--- config.mk ---
export PLATFORM = sky130hd
export DESIGN_NAME = cd_qual_top
export DESIGN_NICKNAME = d
export VERILOG_FILES = /design/src/rtl/cd_qual_pkg.sv /design/src/rtl/cd_qual_dp.sv /design/src/rtl/cd_qual_ctrl.sv /design/src/rtl/cd_qual_top.sv
export SDC_FILE = /design/constraint.sdc
export NUM_CORES = 1
export LEC_CHECK = 0
export ABC_AREA = 1
export BUFFER_PORTS_ARGS = -buffer_cell sky130_fd_sc_hd__buf_4
export CORE_ASPECT_RATIO = 1.25
export CORE_UTILIZATION = 45
export DETAILED_ROUTE_END_ITERATION = 6
export PLACE_DENSITY_LB_ADDON = 0.2
export SYNTH_ARGS = -nofsm -noshare
export SYNTH_HDL_FRONTEND = slang
export SYNTH_SLANG_ARGS = --single-unit
--- constraint.sdc ---
create_clock -name clk -period 2.85 [get_ports clk]
set_clock_uncertainty 0.05 [all_clocks]
set_input_delay 0.4275 -clock clk [delete_from_list [all_inputs] [get_ports clk]]
set_output_delay 0.4275 -clock clk [all_outputs]
set_load 0.02 [all_outputs]
--- src/rtl/cd_qual_pkg.sv ---
package cd_qual_pkg;

  // Strobes from the control FSM to the timing datapath
  typedef struct packed {
    logic clrAll;    // power-down: clear divider, accumulator and counters
    logic qualInc;   // advance the qualification count
    logic qualClr;   // restart the qualification count
    logic holdLoad;  // reload the release countdown
    logic holdDec;   // step the release countdown
  } cdq_cmd_t;

  // Status from the datapath back to the control FSM
  typedef struct packed {
    logic tick;        // last cycle of a tick window
    logic tickActive;  // this window saw activity (valid with tick)
    logic qualLast;    // one more active tick completes qualification
    logic qualZero;    // qualification count is zero
    logic holdLast;    // one more inactive tick expires the countdown
  } cdq_stat_t;

  typedef enum logic {
    CD_IDLE = 1'b0,
    CD_LOCK = 1'b1
  } cdq_state_e;

endpackage

--- src/rtl/cd_qual_dp.sv ---
module cd_qual_dp
  import cd_qual_pkg::*;
#(
  parameter int TICK_DIV   = 3580,
  parameter int QUAL_TICKS = 20,
  parameter int HOLD_TICKS = 10
) (
  input  logic      clk,
  input  logic      rstN,
  input  logic      bandActive,
  input  cdq_cmd_t  cmd,
  output cdq_stat_t stat
);

  localparam int DIV_W = (TICK_DIV > 2) ? $clog2(TICK_DIV) : 1;
  localparam int QW    = $clog2(QUAL_TICKS + 1);
  localparam int HW    = $clog2(HOLD_TICKS + 1);
  localparam logic [DIV_W-1:0] DIV_LAST  = DIV_W'(TICK_DIV - 1);
  localparam logic [QW-1:0]    QUAL_LAST = QW'(QUAL_TICKS - 1);
  localparam logic [HW-1:0]    HOLD_INIT = HW'(HOLD_TICKS);

  logic [DIV_W-1:0] divCnt;
  logic             actSeen;
  logic [QW-1:0]    qualCnt;
  logic [HW-1:0]    holdCnt;
  logic             tickNow;

  assign tickNow = (divCnt == DIV_LAST);

  // Tick divider and per-window activity accumulator
  always_ff @(posedge clk or negedge rstN) begin
    if (!rstN) begin
      divCnt  <= '0;
      actSeen <= 1'b0;
    end else if (cmd.clrAll) begin
      divCnt  <= '0;
      actSeen <= 1'b0;
    end else if (tickNow) begin
      divCnt  <= '0;
      actSeen <= 1'b0;
    end else begin
      divCnt  <= divCnt + 1'b1;
      actSeen <= actSeen | bandActive;
    end
  end

  // Qualification run counter
  always_ff @(posedge clk or negedge rstN) begin
    if (!rstN) begin
      qualCnt <= '0;
    end else if (cmd.clrAll || cmd.qualClr) begin
      qualCnt <= '0;
    end else if (cmd.qualInc) begin
      qualCnt <= qualCnt + 1'b1;
    end
  end

  // Release countdown
  always_ff @(posedge clk or negedge rstN) begin
    if (!rstN) begin
      holdCnt <= '0;
    end else if (cmd.clrAll) begin
      holdCnt <= '0;
    end else if (cmd.holdLoad) begin
      holdCnt <= HOLD_INIT;
    end else if (cmd.holdDec && (holdCnt != '0)) begin
      holdCnt <= holdCnt - 1'b1;
    end
  end

  always_comb begin
    stat.tick       = tickNow;
    stat.tickActive = tickNow & (actSeen | bandActive);
    stat.qualLast   = (qualCnt == QUAL_LAST);
    stat.qualZero   = (qualCnt == '0);
    stat.holdLast   = (holdCnt <= HW'(1));
  end

endmodule

--- src/rtl/cd_qual_ctrl.sv ---
module cd_qual_ctrl
  import cd_qual_pkg::*;
(
  input  logic      clk,
  input  logic      rstN,
  input  logic      powerDown,
  input  cdq_stat_t stat,
  output cdq_cmd_t  cmd,
  output logic      carrierOn
);

  cdq_state_e state, stateNxt;

  always_ff @(posedge clk or negedge rstN) begin
    if (!rstN) begin
      state <= CD_IDLE;
    end else begin
      state <= stateNxt;
    end
  end

  always_comb begin
    cmd      = '0;
    stateNxt = state;
    if (powerDown) begin
      cmd.clrAll = 1'b1;
      stateNxt   = CD_IDLE;
    end else if (stat.tick) begin
      unique case (state)
        CD_IDLE: begin
          if (!stat.tickActive) begin
            cmd.qualClr = 1'b1;
          end else if (stat.qualLast) begin
            cmd.qualClr  = 1'b1;
            cmd.holdLoad = 1'b1;
            stateNxt     = CD_LOCK;
          end else begin
            cmd.qualInc = 1'b1;
          end
        end
        CD_LOCK: begin
          if (stat.tickActive) begin
            cmd.holdLoad = 1'b1;
          end else if (stat.holdLast) begin
            cmd.qualClr = 1'b1;
            stateNxt    = CD_IDLE;
          end else begin
            cmd.holdDec = 1'b1;
          end
        end
        default: stateNxt = CD_IDLE;
      endcase
    end
  end

  assign carrierOn = (state == CD_LOCK);

endmodule

--- src/rtl/cd_qual_top.sv ---
module cd_qual_top
  import cd_qual_pkg::*;
#(
  parameter int TICK_DIV   = 3580,
  parameter int QUAL_TICKS = 20,
  parameter int HOLD_TICKS = 10
) (
  input  logic clk,
  input  logic rstN,
  input  logic powerDown,
  input  logic bandActive,
  output logic carrierN,
  output logic rxEnable
);

  cdq_cmd_t  cmd;
  cdq_stat_t stat;
  logic      carrierOn;

  cd_qual_dp #(
    .TICK_DIV  (TICK_DIV),
    .QUAL_TICKS(QUAL_TICKS),
    .HOLD_TICKS(HOLD_TICKS)
  ) u_dp (
    .clk       (clk),
    .rstN      (rstN),
    .bandActive(bandActive),
    .cmd       (cmd),
    .stat      (stat)
  );

  cd_qual_ctrl u_ctrl (
    .clk      (clk),
    .rstN     (rstN),
    .powerDown(powerDown),
    .stat     (stat),
    .cmd      (cmd),
    .carrierOn(carrierOn)
  );

  assign carrierN = ~carrierOn;
  assign rxEnable = carrierOn;

endmodule

==> results of run 1 <==
[layout by cell type (no fill, tap or decap), types with 2 or more instances in the layout]
| cell | synthesis | layout |
|---|---|---|
| ha_1 | 5 | 5 |
| nor3_1 | 7 | 7 |
| nand2_1 | 30 | 30 |
| a21oi_1 | 8 | 8 |
| nand3_1 | 7 | 7 |
| nor2_1 | 20 | 20 |
| nor2_4 | 2 | 2 |
| buf_4 | 0 | 5 |
| o21ai_1 | 2 | 2 |
| nand4_1 | 10 | 10 |
| clkbuf_4 | 0 | 3 |
| a31oi_1 | 2 | 2 |
| o21ai_0 | 12 | 12 |
| nand2_2 | 3 | 3 |
| xor2_1 | 4 | 4 |
| nand3_2 | 3 | 3 |
| inv_1 | 26 | 26 |
| dfrtp_1 | 23 | 23 |
[worst max path at each step]
| stage | endpoint | from | depth (start not counted) |
|---|---|---|---|
| CTS | u_dp.holdCnt[3] | u_dp.qualCnt[0] | 7 |
| global placement | u_dp.qualCnt[4] | bandActive | 9 |
| floorplan | u_dp.holdCnt[0] | u_dp.holdCnt[0] | 7 |
| global route | u_dp.qualCnt[4] | u_dp.divCnt[0] | 9 |
| detailed placement | u_dp.qualCnt[4] | bandActive | 9 |
| finish | u_dp.holdCnt[3] | u_dp.qualCnt[0] | 7 |
[sequential cells by signal, indices dropped and copies added, names as in the netlist]
name / cells
u_dp.holdCnt: 4
u_dp.qualCnt: 5
u_dp.divCnt: 12
u_dp.actSeen: 1
u_ctrl.carrierOn: 1
[metrics by stage]
stage	worst slack, ns	power [W]
CTS	1.061	0.0005530
global route	0.7835	0.0005752
detailed placement	1.067	0.0003981
global placement	1.079	0.0003972
finish	1.070	0.0005440
floorplan	1.289	0.0003788
[critical path: cells and delay by family (launching register included)]
family	cells	cell delay, ns
flip-flops	1	0.44
AND/OR/NAND/NOR	3	0.43
AO/OA/AOI/OAI	2	0.41
adder cells (fa/ha/maj)	1	0.26
buffers and inverters	1	0.08
[metal layers]
layer / track usage, % / wire (um) / vias to the layer above
li1: - / - / 578
met1: 23.82 / 1152 / 534
met2: 35.17 / 1318 / 15
met3: 2.920 / 49 / 5
met4: 6.250 / 38 / 0
met5: 0 / 0 / -
[layout make-up]
cell class	instances	area share, %
sequential	23	40.00
inverter	27	7.043
timing repair buffer	6	3.304
clock buffer	4	1.826
tap	34	2.957
multi-input combinational	120	44.87
[synth_stat cells]
cell type and number:
nand2_2 3, inv_2 1, and3_2 1, nor3_1 7
o21ai_1 2, nor4_1 1, nor2_1 20, inv_1 26
o21ai_0 12, nor2_4 2, xor2_1 4, nand3_1 7
nand3_2 3, or2_2 1, a31oi_1 2, nand2_1 30
o21bai_1 1, a21oi_1 8, dfrtp_1 23, ha_1 5
and3_1 1, nand4_1 10
[power by group]
| part | leakage [nW] | internal (W) | switching (W) |
|---|---|---|---|
| Sequential | 0.315 | 0.000335 | 0.00000516 |
| Clock | 0.0150 | 0.0000547 | 0.0000970 |
| Combinational | 0.317 | 0.0000185 | 0.0000340 |
[kinds of logic after synthesis]
group | Yosys count | share of synthesized area (%)
xor+xnor | 4 | 2.649
flops | 23 | 43.52
buf+inv | 27 | 7.663
simple gates | 86 | 31.60
fa+ha+maj | 5 | 4.730
compound gates | 25 | 9.840
==> results.cfg, run 1 <==
[sta]
fin_crit_sh_pct = 62.46
relSlewSlack_pct = 70.27
min_period_ns = 1.780
tns_ns = 0
finalHoldViolCount = 0
whs_ns = 0.3453
finalMaxSlewViolations = 0
rsz0062_at_grt = no
fmax_mhz = 561.8
worstMarginPinSlew_ns = 0.4425
setup_violations = 0

[drt]
finalWirelength_mm = 2.559
vias = 1132
drc = 0
drt_iter0_drc = 27
wl_per_cell_um = 11.96
postRouteAntennaNets = 0
first_pass_iters = 4
viasPerCell = 5.290

[placed_design]
numPortBuffers = 5
hpwl_mm = 1.960
dp_cells = 209
place_area_sq_um = 1403
place_congestion = 0.8122

[setup_path]
critPathMaxFanout = 6
crit_required_ns = 3.00
crit_type = reg -> reg
crit_arrival_ns = 1.93
r2r_slack_ns = 1.07
r2r_cells = 7
max_stage_delay_ns = 0.44
crit_path_top_delay_cell = dfrtp_1
crit_path_end_kind = register
r2r-start = u_dp.qualCnt[0]
critPathLaunchType = register
cp_cell_sequence = ha_1, nand3_1, inv_1, o21ai_1, nand3_2, nand2_1, o21ai_0
r2r_end = u_dp.holdCnt[3]

[cells_and_area]
utilization_pct = 52.66
multi_input_area_sq_um = 645.6
diodes = 0
design_area_sq_um = 1439
fin_cells = 214
ff_latch_area_sq_um = 575.6
area_delta_synth_final_pct = 8.799
drive_above_1_share_pct = 10.56
nFillCells = 288
nNetsFinal = 190

[clock_network]
post-cts-setup-buffers = 0
cts_sinks = 23
clkTransAtPathRegs_ns = 0.12
cts_resized = 0
htree_levels = 1
numCtsBuffers = 3
clkLatencyLatePin_ns = 0.31
clockBufferDepth = 2
ctsHoldBuffers = 1
root_buffer = clkbuf_4
cts_tree = done

[synth]
synth_seq_area_share_pct = 43.52
synth_cells = 170
synth_cell_type_count = 22
avgSynthCellArea_sq_um = 7.780
yosysWarnings = 0
yosys-top-cells-area = dfrtp_1 44%, nand2_1 8.5%, inv_1 7.4%
ys_ff_latch = 23
syn_area_sq_um = 1323
syn-num-nets = 179
synth_top_cell_by_area = dfrtp_1
synthDominantCellAreaShare_pct = 43.52

[global_routing]
antenna_found_initial = 0
grt.total_usage_pct = 19.74
grt_pass1_vias = 1135
grt-ovfl-total = 0
grt_max_degree = 24
grt_pass1_wl_mm = 4.864

[min_path]
min_to = u_dp.holdCnt[3]
min_from = powerDown
hold_depth = 4
min_path_type = in -> reg

[outcome]
status = finished clean

[floorplan]
initial_core_util_pct = 48.40
rows = 21
die_x_um = 50.49
fp.dieH_um = 62.61
ios = 6
core-area_sq_um = 2733
die-area_sq_um = 3161

[flow_run]
cap_violations = 0

[pwr]
power_density_nw_per_um2 = 378.1
power_leakage_nw = 0.6470
ir_worst_vdd_uv = 256.0
(Power assumes the default switching activity.)
==> run 2: changes to the inputs <==
clock period = 1.45 ns   (was 2.85 ns; I/O delays follow)
==> results.cfg, run 2 (synthesized netlist as in run 1, its figures left out) <==
[outcome]
status = complete, but fails checks
violations = negative setup slack

[global_routing]
grt_pass1_vias = 1319
grt-ovfl-total = 0
grt_pass1_wl_mm = 5.499
antenna_found_initial = 0
grt_max_degree = 24
grt.total_usage_pct = 22.26

[flow_run]
cap_violations = 0

[placed_design]
place_area_sq_um = 1640
place_congestion = 0.8525
dp_cells = 237
numPortBuffers = 5
hpwl_mm = 2.249

[cells_and_area]
nNetsFinal = 229
utilization_pct = 68.18
design_area_sq_um = 1863
layout_commonest_cell = buf_4
nFillCells = 216
largest-register = u_dp.divCnt
drive_above_1_share_pct = 37.90
area_delta_synth_final_pct = 40.87
largest_reg_flops = 12
diodes = 0
top_regs = u_dp.divCnt: 12 flops, u_dp.qualCnt: 5 flops, u_dp.holdCnt: 4 flops
layout_common_cells = 41 x buf_4, 27 x nand2_1, 23 x dfrtp_1
fin_cells = 253

[floorplan]
fp.dieH_um = 62.61
initial_core_util_pct = 48.40
die_x_um = 50.49
ios = 6
die-area_sq_um = 3161
rows = 21
core-area_sq_um = 2733

[clock_network]
cts_tree = done
root_buffer = clkbuf_4
htree_levels = 1
cts_sinks = 23
numCtsBuffers = 3
clkLatencyLatePin_ns = 0.31
clkTransAtPathRegs_ns = 0.13
clockBufferDepth = 2

[sta]
finalHoldViolCount = 0
setup_violations = 23
worstMarginPinSlew_ns = 0.4140
finalMaxSlewViolations = 0
min_period_ns = 1.632
rsz0062_at_grt = yes
whs_ns = 0.09508
finalWorstSetupSlack_ns = -0.1825
fin_crit_sh_pct = 112.6
relSlewSlack_pct = 72.19
fmax_mhz = 612.6

[drt]
viasPerCell = 5.213
finalWirelength_mm = 3.233
postRouteAntennaNets = 0
wl_per_cell_um = 12.78
drc = 0
vias = 1319
drt_iter0_drc = 41
first_pass_iters = 4

[setup_path]
critPathLaunch = u_dp.divCnt[0]
r2r_slack_ns = -0.18
path_common_cell = buf_6
r2r_cells = 10
max_stage_delay_ns = 0.42
critPathLaunchType = register
critPathMaxFanout = 3
crit_path_end_kind = register
cp_cell_sequence = buf_4, buf_6, and3_4, nand2_4, nor3_4, buf_6, inv_2, nor2_4, nand2_1, a21oi_2
crit_type = reg -> reg
crit_required_ns = 1.65
crit_path_top_delay_cell = dfrtp_1
r2r_end = u_dp.divCnt[9]
crit_arrival_ns = 1.84
crit_end = u_dp.divCnt[9]
r2r-start = u_dp.divCnt[0]

[pwr]
power.total_w = 0.001141
switching_share_pct = 26.17
pwr-share-comb_pct = 14.5
power_density_nw_per_um2 = 612.6
power_leakage_nw = 0.9005
power.internal_w = 0.0008426
ir_worst_vdd_uv = 474.0
p_seq_share_pct = 58.8
pwr-share-clk_pct = 26.7
power_switching_w = 0.0002986

[min_path]
min_path_type = in -> reg
[run 2: cell types whose count changed in the layout (fill, tap and decap cells not counted), moves of 4 or more]
| cell | before | now |
|---|---|---|
| buf_4 | 5 | 41 |
| inv_1 | 26 | 21 |
| inv_2 | 1 | 5 |
| nor2_1 | 20 | 13 |
| nor2_2 | 0 | 5 |
| nor3_1 | 7 | 3 |
| o21ai_0 | 12 | 7 |
[run 2: final cells by class]
cell class                      count  area (sq um)  area share (%)
Sequential cell                    23         575.6           30.89
Multi-Input combinational cell    120         763.2           40.97
Clock buffer                        4         26.28           1.410
Tap cell                           34         42.54           2.283
Inverter                           27         103.9           5.574
Timing Repair Buffer               45         351.6           18.87
[run 2: stage by stage]
| stage | TNS [ns] | setup WS, ns |
|---|---|---|
| final | -1.633 | -0.1825 |
| after floorplan | -0.03847 | -0.03847 |
| after CTS | -1.063 | -0.1420 |
| after global placement | -0.3910 | -0.08606 |
| after global routing | -3.645 | -0.2552 |
| after detailed placement | -1.119 | -0.1709 |
[run 2: critical path, delay by kind of cell, from the launching register on]
kind	cells	cell delay, ns
and+or+nand+nor	5	0.60
buffers and inverters	4	0.38
DFF	1	0.42
AOI/OAI and AO/OA	1	0.12
[run 2: routing by layer]
layer  global-route usage (%)  wire [um]  up-vias
li1                         -          -      662
met1                    25.23       1312      637
met2                    42.50       1840       16
met3                    2.190         52        4
met4                    6.250         27        0
met5                        0          0        -
[run 2: worst min path at each step]
| stage | slack, ns | start | cells past startpoint | endpoint |
|---|---|---|---|---|
| 2_1_floorplan | -0.13 | rstN | 0 | u_ctrl.carrierOn |
| 3_3_place_gp | 0.08 | rstN | 1 | u_dp.qualCnt[1] |
| 3_5_place_dp | 0.09 | rstN | 1 | u_dp.qualCnt[1] |
| 4_1_cts | 0.09 | powerDown | 4 | u_dp.holdCnt[1] |
| 5_1_grt | 0.12 | powerDown | 4 | u_dp.holdCnt[3] |
| 6_report | 0.1 | powerDown | 4 | u_dp.holdCnt[1] |
[run 2: what timing repair did]
item,in CTS,in global routing
endpoints found under the setup margin,18,21
buffers inserted,6,6
resized for setup,14,20
pin swaps,12,11
hold buffers,1,0
endpoints found under the hold margin,23,0
[run 2: power by group through the flow]
stage | registers (W) | clock network, W | logic [W]
after global placement | 0.000682 | 0 | 0.000133
after global routing | 0.000674 | 0.000350 | 0.000185
after floorplan | 0.000681 | 0 | 0.0000760
final | 0.000671 | 0.000305 | 0.000165
after CTS | 0.000671 | 0.000311 | 0.000151
after detailed placement | 0.000684 | 0 | 0.000138
